===== config.mk =====
export PLATFORM = sky130hd
export DESIGN_NAME = clk_ctl_reg
export DESIGN_NICKNAME = d
export VERILOG_FILES = /design/src/rtl/clkctl_pkg.sv /design/src/rtl/clkctl_addr_dec.sv /design/src/rtl/clkctl_regfile.sv /design/src/rtl/clkctl_pin_drv.sv /design/src/rtl/clk_ctl_reg.sv
export SDC_FILE = /design/constraint.sdc
export NUM_CORES = 1
export LEC_CHECK = 0
export ABC_AREA = 1
export BUFFER_PORTS_ARGS = -buffer_cell sky130_fd_sc_hd__buf_2
export CORE_AREA = 3 3 42 44
export CTS_BUF_LIST = sky130_fd_sc_hd__clkbuf_8
export CTS_CLUSTER_SIZE = 8
export DETAILED_ROUTE_END_ITERATION = 16
export DIE_AREA = 0 0 45 47
export GPL_TIMING_DRIVEN = 0
export HOLD_SLACK_MARGIN = 0.15
export PLACE_DENSITY = 0.77
export REMOVE_ABC_BUFFERS = 1
export SYNTH_ARGS = -nofsm -noshare
export SYNTH_HDL_FRONTEND = slang
export SYNTH_SLANG_ARGS = --single-unit

===== constraint.sdc =====
create_clock -name clk -period 0.9 [get_ports clk]
set_input_delay 0.045 -clock clk [delete_from_list [all_inputs] [get_ports clk]]
set_output_delay 0.045 -clock clk [all_outputs]
set_load 0.01 [all_outputs]

===== src/rtl/clkctl_pkg.sv =====
// Package: shared constants and types for the clock control register.
// Assumes an 8-bit register whose field positions are fixed by the divider
// and pin logic that decode them.
package clkctl_pkg;
    localparam int unsigned DATA_W   = 8;
    localparam int unsigned SEL_W    = 3;
    localparam int unsigned BIT_POFF = 7;   // pin-disable bit
    localparam int unsigned BIT_RSV  = 6;   // reserved storage bit
    localparam int unsigned BIT_SCOP = 5;   // divider-scope bit
    localparam int unsigned SEL_LSB  = 0;   // clock-select field base
    localparam logic [DATA_W-1:0] WR_MASK = 8'hE7;

    typedef enum logic [1:0] {
        PM_NORMAL = 2'b00,
        PM_SLEEP  = 2'b01,
        PM_LSTBY  = 2'b10,
        PM_DSTBY  = 2'b11
    } pwr_mode_e;
endpackage


===== src/rtl/clkctl_addr_dec.sv =====
// Module: address decoder and write qualifier.
// Produces the register select and a write enable that is suppressed while
// deep standby holds the register in clear.
module clkctl_addr_dec #(
    parameter int unsigned ADDR_W   = 16,
    parameter logic [ADDR_W-1:0] REG_ADDR = 16'hFF3A
) (
    input  logic [ADDR_W-1:0] addr,
    input  logic              wr,
    input  logic              deep,
    output logic              sel,
    output logic              we
);
    // Match the register address and qualify the write strobe.
    always_comb begin
        sel = (addr == REG_ADDR);
        we  = sel && wr && !deep;
    end
endmodule


===== src/rtl/clkctl_regfile.sv =====
// Module: storage for the control word.
// Only the bits set in MASK have flops; the remaining bits are tied to 0.
// Assumes a synchronous active-low reset; deep standby acts as a clear.
module clkctl_regfile #(
    parameter int unsigned W = 8,
    parameter logic [W-1:0] MASK = 8'hE7
) (
    input  logic         clk,
    input  logic         rst_n,
    input  logic         clr,
    input  logic         we,
    input  logic [W-1:0] wdata,
    output logic [W-1:0] q
);
    for (genvar i = 0; i < W; i++) begin : g_bit
        if (MASK[i]) begin : g_ff
            // Hold one implemented bit; reset and clear dominate the write.
            always_ff @(posedge clk) begin
                if (!rst_n || clr) q[i] <= 1'b0;
                else if (we)       q[i] <= wdata[i];
            end
        end else begin : g_tie
            assign q[i] = 1'b0;
        end
    end


    hw_clear_chk: assert property (@(posedge clk) disable iff (!rst_n)
        clr |=> (q == '0));

    wr_take_chk: assert property (@(posedge clk) disable iff (!rst_n)
        (we && !clr) |=> (q == ($past(wdata) & MASK)));

    hold_chk: assert property (@(posedge clk) disable iff (!rst_n)
        (!we && !clr) |=> $stable(q));
endmodule


===== src/rtl/clkctl_pin_drv.sv =====
// Module: clock pin driver.
// Passes the system clock to the pin, parks the pin high, or releases it,
// depending on the power mode and the pin-disable bit. Purely combinational.
module clkctl_pin_drv
    import clkctl_pkg::*;
(
    input  logic      clk,
    input  logic      rst_n,
    input  pwr_mode_e mode,
    input  logic      poff,
    output logic      pin_data,
    output logic      pin_oe
);
    logic running;

    // Choose the pin value and enable from the mode and disable bit.
    always_comb begin
        running  = (mode == PM_NORMAL) || (mode == PM_SLEEP);
        pin_oe   = (mode != PM_DSTBY);
        pin_data = (running && !poff) ? clk : 1'b1;
    end


    hiz_chk: assert property (@(posedge clk) disable iff (!rst_n)
        (mode == PM_DSTBY) |-> !pin_oe);

    lstby_high_chk: assert property (@(posedge clk) disable iff (!rst_n)
        (mode == PM_LSTBY) |-> (pin_data && pin_oe));

    off_high_chk: assert property (@(posedge clk) disable iff (!rst_n)
        ((mode == PM_NORMAL || mode == PM_SLEEP) && poff) |-> (pin_data && pin_oe));
endmodule


===== src/rtl/clk_ctl_reg.sv =====
// Module: top of the system clock control register.
// Joins the decoder, the storage and the pin driver, and exports the divider
// fields. Assumes bus inputs are stable around each rising clock edge.
module clk_ctl_reg
    import clkctl_pkg::*;
#(
    parameter int unsigned ADDR_W = 16,
    parameter logic [ADDR_W-1:0] REG_ADDR = 16'hFF3A
) (
    input  logic              clk,
    input  logic              rst_n,
    input  logic [ADDR_W-1:0] bus_addr,
    input  logic              bus_wr,
    input  logic [7:0]        bus_wdata,
    output logic [7:0]        bus_rdata,
    input  logic [1:0]        pwr_mode,
    output logic              pin_data,
    output logic              pin_oe,
    output logic [2:0]        clk_sel,
    output logic              div_scope
);
    pwr_mode_e         mode;
    logic              deep, sel, we;
    logic [DATA_W-1:0] word;

    // Decode the raw mode bits into the shared enum.
    always_comb begin
        mode = pwr_mode_e'(pwr_mode);
        deep = (mode == PM_DSTBY);
    end

    clkctl_addr_dec #(.ADDR_W(ADDR_W), .REG_ADDR(REG_ADDR)) u_dec (
        .addr(bus_addr), .wr(bus_wr), .deep(deep), .sel(sel), .we(we)
    );

    clkctl_regfile #(.W(DATA_W), .MASK(WR_MASK)) u_reg (
        .clk(clk), .rst_n(rst_n), .clr(deep), .we(we),
        .wdata(bus_wdata), .q(word)
    );

    clkctl_pin_drv u_pin (
        .clk(clk), .rst_n(rst_n), .mode(mode), .poff(word[BIT_POFF]),
        .pin_data(pin_data), .pin_oe(pin_oe)
    );

    // Return read data and export the divider fields.
    always_comb begin
        bus_rdata = sel ? word : '0;
        clk_sel   = word[SEL_LSB +: SEL_W];
        div_scope = word[BIT_SCOP];
    end


    miss_keep_chk: assert property (@(posedge clk) disable iff (!rst_n)
        (!deep && !(bus_wr && bus_addr == REG_ADDR)) |=> $stable(word));

    unimpl_zero_chk: assert property (@(posedge clk) disable iff (!rst_n)
        bus_rdata[4:3] == 2'b00);
endmodule


== Word level (Yosys, flattened, before mapping) ==
Cells that the tools add are included.
Storage, ports and cells
  flip-flop bits (word level): 6
  bits in latches: 0
  RAM bits: 0
  memory bits (read-only): 0
  input port bits: 29
  word-level logic and storage cells: 21
  memories kept: 0
Cells by class
  add/sub/neg operators: 0
  multiply operators: 0
  divide/modulo/power cells: 0
  order comparisons: 0
  eq/ne operators: 4
  shift-type cells: 0
  muxes and demuxes: 2
  bitwise logic cells: 0
  reductions and logical operators: 9
Operators by type and width (count)
  equality test 16 bit, second input constant: 1
  two-way mux 8 bit: 1
  logical AND 1 bit: 3
  zero test 1 bit: 3
  equality test 2 x 1 -> 1 bit, second input constant: 1
  equality test 2 bit, second input constant: 1
  zero test 2 bit: 1
  logical OR 1 bit: 2
  inequality test 2 bit, second input constant: 1
  two-way mux 1 bit: 1

== Longest topological paths before layout ==
  depth after elaboration: 4
  mapped depth: 8

== By module ==
From an unflattened synthesis, not the netlist that was laid out.
Unflattened totals
  cells, all modules: 79
  area total of the unflattened synthesis: 417.9 um^2
Modules (own cells, without submodules)
  clkctl_regfile: instances 1, cells an instance 30, area each 225.2 um^2, seq. area each 120.1 um^2
  clkctl_addr_dec: instances 1, cells an instance 26, area each 105.1 um^2, seq. area each 0.0 um^2
  clk_ctl_reg: instances 1, cells an instance 19, area each 72.6 um^2, seq. area each 0.0 um^2
  clkctl_pin_drv: instances 1, cells an instance 4, area each 15.0 um^2, seq. area each 0.0 um^2

==> metrics.md <==
| Metric | Value |
|---|---|
| Biggest regs | u_reg.q (6) |
| Worst Path Max Fanout | 2 |
| Starting Density | between 30% and 40% |
| Final WL | about 1600 um |
| Final Slew Violations | 0 |
| First-pass GRT wire length | 2570 um |
| CP required | approximately 0.85 ns |
| Post-synth EDFFs | 0 |
| Routed Antenna Nets | 0 |
| DP HPWL | about 1100 um |
| Synth Instances | between 100 and 150 |
| Synth Area in Compound Gates | 0% |
| Max-cap violations | 0 |
| VDD IR max | around 930 uV |
| Yosys warnings | 0 |
| Row cnt | 14 |
| Area growth syn-to-layout | 61.3% |
| Biggest register | u_reg.q |
| Synth async-reset ratio | 0% |
| Failing checks | negative setup slack |
| Worst Hold Class | input pin to register |
| Register area share after synthesis | a little over a fifth |
| Die W | 45 um |
| Final net count | 182 |
| Final setup violating endpoints | 8 |
| Most frequent cells after synthesis | nand2_1 (30), inv_1 (27), nor2_1 (17) |
| Routed WL per cell | slightly below 10 um |
| GP Congestion | between 0.7 and 0.8 |
| FMAX | around 0.89 GHz |
| GRT Residual Overflow | 0 |
| Total number of vias | around 700 |
| Core Region | 1470 um^2 |
| Final Skew | 0 ns |
| Seq cells post-synth | 6 |
| Fillers | 157 |
| DR vias/cell | 4.26 |
| Min-Delay Path Depth | 4 |
| Post-Synth XOR/XNOR Area | 0% |
| DRC errors left | 0 |
| RSZ-0062 raised after global routing | true |
| Max reg flops | 6 |
| Initial drt markers | 9 |
| Main combinational cell family by area after synthesis | simple AND/OR/NAND/NOR gates |
| Synth unique cells | 15 |
| Final-report hold violation count | 0 |
| Die ar. | between 2000 and 2500 um^2 |
| Top cell type's share of synthesized area | 21.5% |
| Leak pwr | ~0.54 nW |
| R2R depth | 5 |
| Critical path type | register to output pin |
| Crit. End Element | output pin |
| Fin crit share | 124% |
| Top cells by area, synth | dfxtp_1 (21%), nand2_1 (20%), inv_1 (18%) |
| Dominant cell type by area after synthesis | dfxtp_1 |
| Number of global-route vias before repair | 620 |
| Share of layout cells above drive strength 1 | 42.4% |
| Final WS setup | -0.218 ns |
| Synthesized-area fraction occupied by adder cells | 0% |
| Worst EP arrival | ~1.1 ns |
| Mux cell area share after synthesis | 0% |
| Count leader, synth | nand2_1 |
| Initial antenna violation count | 0 |
| Post-synthesis simple-gate area fraction | 51.0% |
| Final TNS setup | -0.504 ns |
| All-Layer GR Usage | a little under a fifth |
| IO buf count | 38 |
| Hold_ws | 0.174 ns |
| Worst-Skew Late Latency | 0.33 ns |
| CP Launch Type | register |
| Most used DFF post-synth | dfxtp_1 |
| Ports | 43 |
| CTS tree | yes |
| First-pass DRT Iterations | 4 |
| Outcome | finished with violations |
| Cell Area, Synth | around 560 um^2 |
| Diode count | 0 |
| Die Y | 47 um |
| Min cycle time layout | 1.12 ns |
| Pwr dens | about 1200 nW/um^2 |
| Clock Pin Slew Worst Setup and Hold Paths | about 0.040 ns |
| Post-Syn Area per Cell | about 5.4 um^2 |
| Largest net degree at the start of global routing | 8 |
-- power by group --
part | internal (mW) | switching [mW]
clock | 0.505 | 0.199
combinational | 0.0804 | 0.0735
sequential | 0.267 | 0.00000120
-- cell usage in the layout (no fill, tap or decap) --
cell type	instances
inv_1	22
inv_2	5
dfxtp_1	1
clkbuf_8	5
buf_4	4
nand3_1	6
dfxtp_2	5
and2_1	2
nor2_4	2
dlygate4sd3_1	6
nand3_4	1
nand2_4	1
nor2_2	2
nand4_1	1
buf_2	38
nor2_1	17
conb_1	2
or3_1	1
nand2_2	1
nand2_1	29
-- cell type report --
cell class	instances	area (um^2)	share of cell area (%)
clock buffers	6	73.8	8.18
inverters	27	101	11.2
multi-input cells	65	305	33.8
flip-flops and latches	6	126	14.0
well taps	16	20.0	2.22
repair buffers	47	275	30.5
-- per-layer routing --
metal	global-route usage, %	wire length [um]	vias to the layer above
met5	0	0	-
met4	21.6	116	0
met3	10.7	119	12
met2	26.0	818	30
met1	18.9	553	288
li1	-	-	382
-- repair_timing --
action,in CTS,in global routing
setup buffers,4,0
pin swaps,7,0
resized for setup,9,4
hold buffers,6,0
endpoints found under the setup margin,8,8
endpoints found under the hold margin,6,0
-- cells by family (layout without fill, tap and decap cells) --
group	Yosys count	in the layout
buffers and inverters	34	80
other	1	2
DFF	6	6
and+or+nand+nor	63	63
-- worst paths after layout --
kind | startpoint | endpoint | slack (ns)
setup reg to reg | u_reg.q[0]$_SDFFE_PP0P_ | u_reg.q[0]$_SDFFE_PP0P_ | 0.15
setup / recovery | u_reg.q[7]$_SDFFE_PP0P_ | pin_data | -0.22
hold / removal | rst_n | u_reg.q[6]$_SDFFE_PP0P_ | 0.17
hold reg to reg | u_reg.q[5]$_SDFFE_PP0P_ | u_reg.q[5]$_SDFFE_PP0P_ | 0.51
-- worst max-delay path, stage by stage, from the launching register on --
cell	delay [ns]
dfxtp_1	0.30
or3_1	0.30
buf_2	0.14
-- stage by stage --
stage | total power [mW] | setup slack (ns) | util, % | cell area (um^2) | cells
after CTS | 1.14 | -0.231 | 60.5 | 891 | 167
after detailed placement | 0.451 | -0.108 | 49.2 | 724 | 152
after floorplan | 0.361 | 0.0555 | - | 514 | 98
after global placement | 0.449 | -0.0746 | 49.2 | 724 | 152
after global routing | 1.19 | -0.263 | 61.3 | 902 | 167
final | 1.13 | -0.218 | 61.3 | 902 | 167
(Power assumes the default switching activity.)
